--- config.mk ---
export PLATFORM = sky130hd
export DESIGN_NAME = regwin_port
export DESIGN_NICKNAME = d
export VERILOG_FILES = /design/src/rtl/regwin_pkg.sv /design/src/rtl/regwin_decode.sv /design/src/rtl/regwin_index.sv /design/src/rtl/regwin_cfgspace.sv /design/src/rtl/regwin_runregs.sv /design/src/rtl/regwin_port.sv
export SDC_FILE = /design/constraint.sdc
export NUM_CORES = 2
export LEC_CHECK = 0
export ABC_AREA = 1
export ABC_CLOCK_PERIOD_IN_PS = 3800
export BUFFER_PORTS_ARGS = -buffer_cell sky130_fd_sc_hd__buf_2
export CAP_MARGIN = 20
export CORE_MARGIN = 10
export CORE_UTILIZATION = 56
export CTS_CLUSTER_SIZE = 40
export DETAILED_ROUTE_END_ITERATION = 8
export PLACE_DENSITY = 0.72
export RECOVER_POWER = 25
export SYNTH_ARGS = -nofsm -noshare
export SYNTH_HDL_FRONTEND = slang
export SYNTH_SLANG_ARGS = --single-unit
export TNS_END_PERCENT = 10
--- constraint.sdc ---
create_clock -name clk -period 3.8 [get_ports clk]
set_clock_uncertainty 0.05 [all_clocks]
set_input_delay 0.57 -clock clk [delete_from_list [all_inputs] [get_ports clk]]
set_output_delay 0.57 -clock clk [all_outputs]
set_load 0.05 [all_outputs]
--- src/rtl/regwin_pkg.sv ---
package regwin_pkg;

  typedef logic [7:0] byte_t;

  // what a data-location access is routed to
  typedef enum logic [2:0] {
    TGT_NONE,
    TGT_GP1,
    TGT_GP2,
    TGT_WDT,
    TGT_CFG
  } tgt_e;

  localparam byte_t RUN_SEL_GP1 = 8'h01;
  localparam byte_t RUN_SEL_GP2 = 8'h02;
  localparam byte_t RUN_SEL_WDT = 8'h03;
  localparam byte_t UNMAPPED_RD = 8'hFF;

  // relocation code to index-location low byte
  function automatic byte_t base_of(input logic [1:0] code);
    case (code)
      2'b00:   base_of = 8'hE0;
      2'b01:   base_of = 8'hE2;
      2'b10:   base_of = 8'hE4;
      default: base_of = 8'hEA;
    endcase
  endfunction

  function automatic tgt_e run_target(input byte_t sel);
    case (sel)
      RUN_SEL_GP1: run_target = TGT_GP1;
      RUN_SEL_GP2: run_target = TGT_GP2;
      RUN_SEL_WDT: run_target = TGT_WDT;
      default:     run_target = TGT_NONE;
    endcase
  endfunction

endpackage

--- src/rtl/regwin_decode.sv ---
module regwin_decode
  import regwin_pkg::*;
#(
  parameter int AW = 16
) (
  input  logic          clk,
  input  logic          rst_n,
  input  logic [AW-1:0] io_addr,
  input  logic          cfg_exit,
  input  logic [1:0]    reloc_pending,
  output logic          hit_idx,
  output logic          hit_data,
  output logic [1:0]    base_sel_q
);

  logic [AW-1:0] idx_addr;
  logic [AW-1:0] data_addr;

  // live relocation choice, loaded only when configuration mode is left
  always_ff @(posedge clk) begin
    if (!rst_n)        base_sel_q <= 2'b11;
    else if (cfg_exit) base_sel_q <= reloc_pending;
  end

  always_comb begin
    idx_addr  = {{(AW-8){1'b0}}, base_of(base_sel_q)};
    data_addr = idx_addr + AW'(1);
    hit_idx   = (io_addr == idx_addr);
    hit_data  = (io_addr == data_addr);
  end

  p_base_hold_r4: assert property (@(posedge clk) disable iff (!rst_n)
    !cfg_exit |=> $stable(base_sel_q));

  p_base_load_r4: assert property (@(posedge clk) disable iff (!rst_n)
    cfg_exit |=> base_sel_q == $past(reloc_pending));

  p_hit_excl_r2: assert property (@(posedge clk) disable iff (!rst_n)
    $onehot0({hit_idx, hit_data}));

endmodule

--- src/rtl/regwin_index.sv ---
module regwin_index
  import regwin_pkg::*;
(
  input  logic  clk,
  input  logic  rst_n,
  input  logic  cfg_mode,
  input  logic  idx_we,
  input  byte_t wdata,
  output byte_t idx_q
);

  logic  mode_q;
  logic  mode_chg;

  assign mode_chg = (cfg_mode != mode_q);

  always_ff @(posedge clk) begin
    if (!rst_n) mode_q <= 1'b0;
    else        mode_q <= cfg_mode;
  end

  // a mode change wins over a same-cycle selector write
  always_ff @(posedge clk) begin
    if (!rst_n)        idx_q <= '0;
    else if (mode_chg) idx_q <= '0;
    else if (idx_we)   idx_q <= wdata;
  end

  p_idx_clear_r9: assert property (@(posedge clk) disable iff (!rst_n)
    mode_chg |=> idx_q == 8'h00);

  p_idx_keep_r3: assert property (@(posedge clk) disable iff (!rst_n)
    (!mode_chg && !idx_we) |=> $stable(idx_q));

  p_idx_load_r3: assert property (@(posedge clk) disable iff (!rst_n)
    (!mode_chg && idx_we) |=> idx_q == $past(wdata));

endmodule

--- src/rtl/regwin_cfgspace.sv ---
module regwin_cfgspace
  import regwin_pkg::*;
#(
  parameter int    DEPTH     = 256,
  parameter byte_t RELOC_IDX = 8'h20,
  parameter byte_t WDT_IDX   = 8'hF4
) (
  input  logic  clk,
  input  logic  rst_n,
  input  logic  we,
  input  byte_t addr,
  input  byte_t wdata,
  output byte_t rdata,
  output logic [1:0] reloc_pending,
  output byte_t wdt_q
);

  localparam int IW = $clog2(DEPTH);

  byte_t mem [DEPTH];

  always_ff @(posedge clk) begin
    if (!rst_n) begin
      for (int i = 0; i < DEPTH; i++)
        mem[i] <= (i == int'(RELOC_IDX)) ? 8'h03 : 8'h00;
    end else if (we) begin
      mem[addr[IW-1:0]] <= wdata;
    end
  end

  assign rdata         = mem[addr[IW-1:0]];
  assign reloc_pending = mem[RELOC_IDX[IW-1:0]][1:0];
  assign wdt_q         = mem[WDT_IDX[IW-1:0]];

  p_cfg_write_r7: assert property (@(posedge clk) disable iff (!rst_n)
    we |=> mem[$past(addr[IW-1:0])] == $past(wdata));

  p_wdt_hold_r6: assert property (@(posedge clk) disable iff (!rst_n)
    !we |=> $stable(wdt_q));

endmodule

--- src/rtl/regwin_runregs.sv ---
module regwin_runregs
  import regwin_pkg::*;
(
  input  logic  clk,
  input  logic  rst_n,
  input  logic  we_gp1,
  input  logic  we_gp2,
  input  byte_t wdata,
  output byte_t gp1_q,
  output byte_t gp2_q
);

  always_ff @(posedge clk) begin
    if (!rst_n) begin
      gp1_q <= '0;
      gp2_q <= '0;
    end else begin
      if (we_gp1) gp1_q <= wdata;
      if (we_gp2) gp2_q <= wdata;
    end
  end

  p_gp_excl_r5: assert property (@(posedge clk) disable iff (!rst_n)
    $onehot0({we_gp1, we_gp2}));

  p_gp1_hold_r5: assert property (@(posedge clk) disable iff (!rst_n)
    !we_gp1 |=> $stable(gp1_q));

  p_gp2_hold_r5: assert property (@(posedge clk) disable iff (!rst_n)
    !we_gp2 |=> $stable(gp2_q));

endmodule

--- src/rtl/regwin_port.sv ---
module regwin_port
  import regwin_pkg::*;
#(
  parameter int    AW        = 16,
  parameter int    CFG_DEPTH = 256,
  parameter byte_t RELOC_IDX = 8'h20,
  parameter byte_t WDT_IDX   = 8'hF4
) (
  input  logic          clk,
  input  logic          rst_n,
  input  logic [AW-1:0] io_addr,
  input  logic [7:0]    io_wdata,
  output logic [7:0]    io_rdata,
  input  logic          io_rd,
  input  logic          io_wr,
  input  logic          cfg_mode,
  input  logic          cfg_exit,
  output logic [7:0]    gp1_out,
  output logic [7:0]    gp2_out,
  output logic [7:0]    wdt_ctrl_out
);

  logic       hit_idx, hit_data;
  logic [1:0] base_sel_q;
  logic [1:0] reloc_pending;
  byte_t      idx_q;
  byte_t      cfg_rdata;
  byte_t      cfg_addr;
  tgt_e       tgt;
  logic       data_wr;
  logic       cfg_we;

  regwin_decode #(.AW(AW)) u_decode (
    .clk           (clk),
    .rst_n         (rst_n),
    .io_addr       (io_addr),
    .cfg_exit      (cfg_exit),
    .reloc_pending (reloc_pending),
    .hit_idx       (hit_idx),
    .hit_data      (hit_data),
    .base_sel_q    (base_sel_q)
  );

  regwin_index u_index (
    .clk      (clk),
    .rst_n    (rst_n),
    .cfg_mode (cfg_mode),
    .idx_we   (io_wr && hit_idx),
    .wdata    (io_wdata),
    .idx_q    (idx_q)
  );

  // route the data location by mode and selector
  always_comb begin
    tgt      = cfg_mode ? TGT_CFG : run_target(idx_q);
    data_wr  = io_wr && hit_data;
    cfg_addr = (tgt == TGT_WDT) ? WDT_IDX : idx_q;
    cfg_we   = data_wr && (tgt == TGT_CFG || tgt == TGT_WDT);
  end

  regwin_cfgspace #(
    .DEPTH     (CFG_DEPTH),
    .RELOC_IDX (RELOC_IDX),
    .WDT_IDX   (WDT_IDX)
  ) u_cfg (
    .clk           (clk),
    .rst_n         (rst_n),
    .we            (cfg_we),
    .addr          (cfg_addr),
    .wdata         (io_wdata),
    .rdata         (cfg_rdata),
    .reloc_pending (reloc_pending),
    .wdt_q         (wdt_ctrl_out)
  );

  regwin_runregs u_run (
    .clk    (clk),
    .rst_n  (rst_n),
    .we_gp1 (data_wr && tgt == TGT_GP1),
    .we_gp2 (data_wr && tgt == TGT_GP2),
    .wdata  (io_wdata),
    .gp1_q  (gp1_out),
    .gp2_q  (gp2_out)
  );

  always_comb begin
    io_rdata = 8'h00;
    if (io_rd && hit_idx) begin
      io_rdata = idx_q;
    end else if (io_rd && hit_data) begin
      case (tgt)
        TGT_GP1:          io_rdata = gp1_out;
        TGT_GP2:          io_rdata = gp2_out;
        TGT_WDT, TGT_CFG: io_rdata = cfg_rdata;
        default:          io_rdata = UNMAPPED_RD;
      endcase
    end
  end

  p_unmapped_quiet_r8: assert property (@(posedge clk) disable iff (!rst_n)
    (io_wr && hit_data && !cfg_mode && tgt == TGT_NONE)
      |=> $stable(gp1_out) && $stable(gp2_out) && $stable(wdt_ctrl_out));

  p_idx_read_r3: assert property (@(posedge clk) disable iff (!rst_n)
    (io_rd && hit_idx) |-> io_rdata == idx_q);

  p_no_rd_zero_r2: assert property (@(posedge clk) disable iff (!rst_n)
    !io_rd |-> io_rdata == 8'h00);

endmodule

# Word-level counts from Yosys, hierarchy flattened
# Memories as Yosys holds them, arrays and structs flattened. A register that Yosys moved wholly into a read port is not among the register bits.
# Index checks and enable logic that the tools add are counted.
# classes
n_addsub,1
muxes,14
n_eq_ne,12
bitwise_logic,1
n_reduce_logical,13
# op_table
op,count
two-way mux 8 bit,5
case mux 8 bit (3 select lines),1
equality test 16 bit,1
equality test 16 x 8 -> 1 bit,1
"equality test 8 x 2 -> 1 bit, second input constant",2
case mux 4 bit (3 select lines),1
"adder 8 x 1 -> 9 bit, second input constant",1
"equality test 8 x 1 -> 1 bit, second input constant",1
OR reduction 8 bit,1
logical AND 1 bit,7
"equality test 3 x 2 -> 1 bit, second input constant",2
case mux 2 bit (3 select lines),1
two-way mux 1 bit,5
OR reduction 2 bit,2
"equality test 3 x 1 -> 1 bit, second input constant",1
"equality test 3 bit, second input constant",1
two-way mux 3 bit,1
"equality test 2 x 1 -> 1 bit, second input constant",1
"equality test 2 bit, second input constant",1
logical NOT 2 bit,1
logical NOT 1 bit,1
logical OR 1 bit,1
inequality test 1 bit,1
inverter 1 bit,1
# totals
inputBits,30
out_inout_bits,32
ram_bits,2048
register_bits,25
wordCells,46
mem_count,1
# mem_list
name,words,width,read_ports,rd_clocked_by_memory_dff,write_ports,line_no,rtl
u_cfg.mem,256,8,3,1,256,regwin_cfgspace.sv:20,byte_t mem [DEPTH];

# Logic depth before layout (Yosys ltp)
# depth
word_depth,11
depth_mapped,22
depth_no_buf,20

# Modules after synthesis
# A second synthesis with hierarchy kept.
# unflattened
cells_unflattened,10876
area_unflattened_um2,96139.7
# modules_own_cells
mod,seq_area_each_um2,cells_per_inst,n_inst,area_each_um2
regwin_cfgspace,61499.0,10562,1,94311.7
regwin_runregs,320.3,94,1,675.6
regwin_port,0.0,120,1,543.0
regwin_index,180.2,66,1,419.2
regwin_decode,40.0,34,1,190.2

# Least setup slack after synthesis
# OpenSTA, ideal clock, no wires.
# synth_path
kind,input-to-output
startpoint,input cfg_mode
endpoint,output io_rdata[1]
required_ns,3.180
stages,20
path_slack_ns,0.407
path_buffers,3
t_arrival_ns,2.773
path_cell_list,inv_2 -> nand2_1 -> nor2_1 -> nand2_2 -> nand2_2 -> nor2_1 -> buf_2 -> buf_4 -> buf_4 -> nand2_1 -> nand4_1 -> nand2_1 -> nand2_1 -> o21ai_0 -> nand2_1 -> nor2_1 -> nand3_1 -> o21bai_1 -> nand2_1 -> nand2_1
# synth_via
elab_chain_cells,7
word_cells_on_any_way,11
cone_classes,4 x eq/ne; 5 x mux; 1 x reduce/logical; 1 x memory
# synth_rtl
element,line_no,rtl
from (decl),regwin_port.sv:16,"input logic cfg_mode,"
two-way mux 3 bit (*),regwin_port.sv:55,tgt = cfg_mode ? TGT_CFG : run_target(idx_q);
equality test 3 x 2 -> 1 bit,"regwin_port.sv:57, regwin_port.sv:91",
two-way mux 8 bit,regwin_port.sv:57,cfg_addr = (tgt == TGT_WDT) ? WDT_IDX : idx_q;
memory (256 x 8 bit),--,
case mux 8 bit (3 select lines) (*),regwin_port.sv:91,case (tgt)
two-way mux 8 bit (*),regwin_port.sv:90,end else if (io_rd && hit_data) begin
two-way mux 8 bit (*),regwin_port.sv:88,if (io_rd && hit_idx) begin
to (decl),regwin_port.sv:13,"output logic [7:0] io_rdata,"
# Mark *: on every way between the ends. The rest lies on a longest branch, timed or not.

# Worst setup path in the final report
# layout_path
startpoint,register u_index.idx_q[2]
endpoint,output io_rdata[7]
# layout_via
elab_chain_cells,9
word_cells_on_any_way,15
cone_classes,7 x eq/ne; 6 x mux; 1 x reduce/logical; 1 x memory
# layout_rtl
element,line_no,rtl
from (decl),regwin_index.sv:9,output byte_t idx_q
from (signal assigned),regwin_index.sv:26,else if (idx_we) idx_q <= wdata;
equality test 8 x 2 -> 1 bit or equality test 8 x 1 -> 1 bit (tied branches),regwin_pkg.sv:30,case (sel)
case mux 2 bit (3 select lines),regwin_pkg.sv:30,
two-way mux 3 bit,regwin_port.sv:55,
equality test 3 x 2 -> 1 bit,"regwin_port.sv:57, regwin_port.sv:91",
two-way mux 8 bit,regwin_port.sv:57,
memory (256 x 8 bit),--,
case mux 8 bit (3 select lines) (*),regwin_port.sv:91,
two-way mux 8 bit (*),regwin_port.sv:90,
two-way mux 8 bit (*),regwin_port.sv:88,
# Marks and branches as above.

==> results.ini <==
[run_status]
outcome=complete, but fails checks
violations=max-capacitance violations, max-slew violations, negative setup slack

[pwr]
p_comb_share_pct=4.5
p_clk_share_pct=42.5
p_seq_share_pct=53.0
p_leak_nw=50.3
power.density_nw_per_um2=415
p_total_w=0.0491
p_switching_w=0.0108
p_int_w=0.0384
ir_drop_mv=0.493
netSwitchingFraction_pct=21.9

[timing]
period_share_pct=125
drv_slew=165
setup_viol=1898
period_needed_ns=4.73
final-hold-violation-count=0
worst_pin_slew_ns=3.60
rsz0062_at_grt=true
holdWs_ns=0.0650
fmax_mhz=211
slew_headroom_pct=-140
finalWorstSetupSlack_ns=-0.934

[routing]
met3_length_mm=45.1
dr.max_layer_used=met5
drt-met1-wl_mm=113
drtIter0Drc=12500
dr_total_vias=78200
wl_met2_mm=146
route.detailed.wl_per_inst_um=24.9
wl_mm=330
routed_via_density=5.91
firstDrtPassIters=8
antenna_left=0
drc=0

[logic_synthesis]
ys_types=36
synth_top_family_by_area=simple AND/OR/NAND/NOR gates
ys_seq_area_share_pct=65.3
synthFlopType=edfxtp_1
syn_area_um2=95000
synth-xor-area-share_pct=0.00922
synth-seq-cells=2075
yosys.area_share.adder_pct=0
async_flop_share_pct=0
synth.avg_cell_area_um2=9.64
synth_warnings=0
synthCells=9863
synth_mux_area_share_pct=0
synth_edf_count=2048
yosys.area_share.simple_pct=25.9
synth_nets=9893
synth_compound_area_share_pct=4.21

[place]
gp_congestion=0.980
port_buffers=61
hpwlAfterDp_mm=206

[clock_network]
ctsRootBufferMaster=clkbuf_16
cts.path.max_buffers=3
h-tree-depth=4
cts-buffers-inserted=211
numClockSinks=2075
worstSkewPairLatency_ns=0.87
cts_tree=done
cts.clk_slew.worst_paths_ns=0.07

[worst_hold_path]
hold_class=in2reg

[finish]
fin_nets=10900
syn2layout_area_growth_pct=24.6
fillers=11800
drive_gt1_share_pct=24.2

[grt]
grt_pass1_vias=75500
grt_pass1_wl_mm=472
grt_overflow=0
antenna_found_initial=8
grt_max_degree=114
track_usage_pct=33.8

[setup_path]
cp_data_arrival_time_ns=4.11
crit_path_end_kind=output port
required_ns=3.18
critPathKind=reg2out
crit_fanout=10
start_kind=flop
regToRegSetupSlack_ns=-0.28

[floorplanning]
die_w_um=432
dieArea_um2=187000
core_area_um2=169000
start_util_pct=56.2
die_h_um=432
io_pins=62
rows=151

[flow_run]
maxCapViolations=2

layout make-up:
cell class              count  area, um^2  share of cell area [%]
inverters                 536        2130                    1.80
repair inverters            4        42.5                  0.0359
multi-input cells        6652       29700                    25.1
clock buffers             263        5590                    4.72
clock inverters           123        1290                    1.09
well taps                2218        2780                    2.34
diodes                      1        2.50                 0.00211
repair buffers           1357       14800                    12.5
flip-flops and latches   2075       62100                    52.4
logic make-up (layout without fill, tap and decap cells):
logic type | Yosys count | in the layout
simple gates | 5872 | 5873
flops | 2075 | 2075
buf+inv | 1137 | 2283
compound gates | 778 | 778
xor+xnor | 1 | 1
other cells | 0 | 1
state kept, by name, summed over array words and instances, names as in the netlist:
name	flops
u_cfg.mem	2048
u_index.idx_q	8
u_run.gp1_q	8
u_run.gp2_q	8
u_decode.base_sel_q	2
u_index.mode_q	1
Yosys cell counts (6+ instances only):
master,instances,area (um^2)
a221oi_1,6,52.6
nand3b_1,58,435
nor2_1,2921,11000
o22ai_1,7,43.8
or2_2,744,4650
edfxtp_1,2048,61500
o211ai_1,8,60.1
inv_1,521,1960
o21ai_1,8,40.0
dfxtp_1,27,541
buf_2,73,365
nand2_1,1832,6880
clkbuf_1,498,1870
nand4_1,32,200
a211oi_1,8,60.1
a21oi_1,90,450
inv_2,10,37.5
buf_1,27,101
o21a_1,7,52.6
nand3_1,257,1290
nand2_2,12,75.1
o21ai_0,638,3190
worst max-delay path: stages, from the launching register on:
cell	delay, ns
dfxtp_2	0.33
buf_4	0.15
nor2_4	0.12
nand3_1	0.11
nor2_2	0.17
nand2_2	0.14
nand2_8	0.14
buf_4	0.14
buf_12	0.16
inv_2	0.09
buf_4	0.18
nand2_1	0.07
nand2_1	0.08
nand2_1	0.08
nand2_1	0.10
nor2_4	0.15
buf_4	0.13
nor2_1	0.03
nor2_1	0.09
nand3_1	0.15
nand3_1	0.12
nand3_1	0.10
nand2_1	0.07
nand2_1	0.06
nand2_2	0.12
buf_8	0.16
power by group through the flow:
stage                     Sequential (W)  Clock (W)  Combinational [W]
after floorplan                   0.0264          0           0.000929
after detailed placement          0.0265          0            0.00212
after global placement            0.0265          0            0.00208
after CTS                         0.0260     0.0209            0.00215
after global routing              0.0261     0.0218            0.00232
final                             0.0260     0.0209            0.00222
cells in the final DEF, fill, tap and decap left out, types with 21 or more instances in the layout:
master	netlist	final
clkbuf_1	498	71
buf_6	0	38
nor2_2	5	62
buf_2	73	28
clkinv_1	5	53
o21ai_0	638	482
nand3b_1	58	58
clkbuf_16	0	232
clkinv_2	0	33
nand2_2	12	59
nor2_1	2921	2828
nand4_1	32	32
o21ai_1	8	107
a21oi_1	90	84
nor2_4	2	38
o21ai_2	0	56
or2_2	744	744
inv_1	521	505
nand3_1	257	236
buf_4	3	909
edfxtp_1	2048	2048
bufinv_16	0	21
buf_12	0	288
nand2_1	1832	1770
metrics by stage:
step / setup WS [ns] / utilization (%) / area, um^2 / setup TNS (ns) / cells
2_1_floorplan: 0.407 / - / 95000 / 0 / 9863
3_3_place_gp: -0.988 / 64.2 / 109000 / -6.86 / 12700
3_5_place_dp: -0.940 / 64.2 / 109000 / -6.47 / 12700
4_1_cts: -0.864 / 69.1 / 117000 / -6.79 / 13200
5_1_grt: -1.00 / 70.0 / 118000 / -675.19 / 13200
6_report: -0.934 / 70.0 / 118000 / -216.69 / 13200
layer usage:
layer,up-vias,track usage (%)
li1,34100,-
met1,37100,43.2
met2,5708,52.1
met3,1182,7.96
met4,16,21.2
met5,-,0
final timing paths:
| kind | start | endpoint | cells past startpoint |
|---|---|---|---|
| worst min register to register | u_run.gp2_q[1] | u_run.gp2_q[1] | 2 |
| worst max-delay path | u_index.idx_q[2] | io_rdata[7] | 25 |
| worst max register to register | u_decode.base_sel_q[0] | u_cfg.mem[145][5] | 14 |
| worst min-delay path | io_wdata[7] | u_run.gp2_q[7] | 3 |
repair_timing:
item                                    CTS  global route
gates cloned                             17            23
gates resized for setup                 244           305
buffers inserted                         39            39
endpoints found under the hold margin     2             0
endpoints found under the setup margin    8             8
hold buffers                              1             0
pin swaps                                38           135
(Power assumes the default switching activity.)
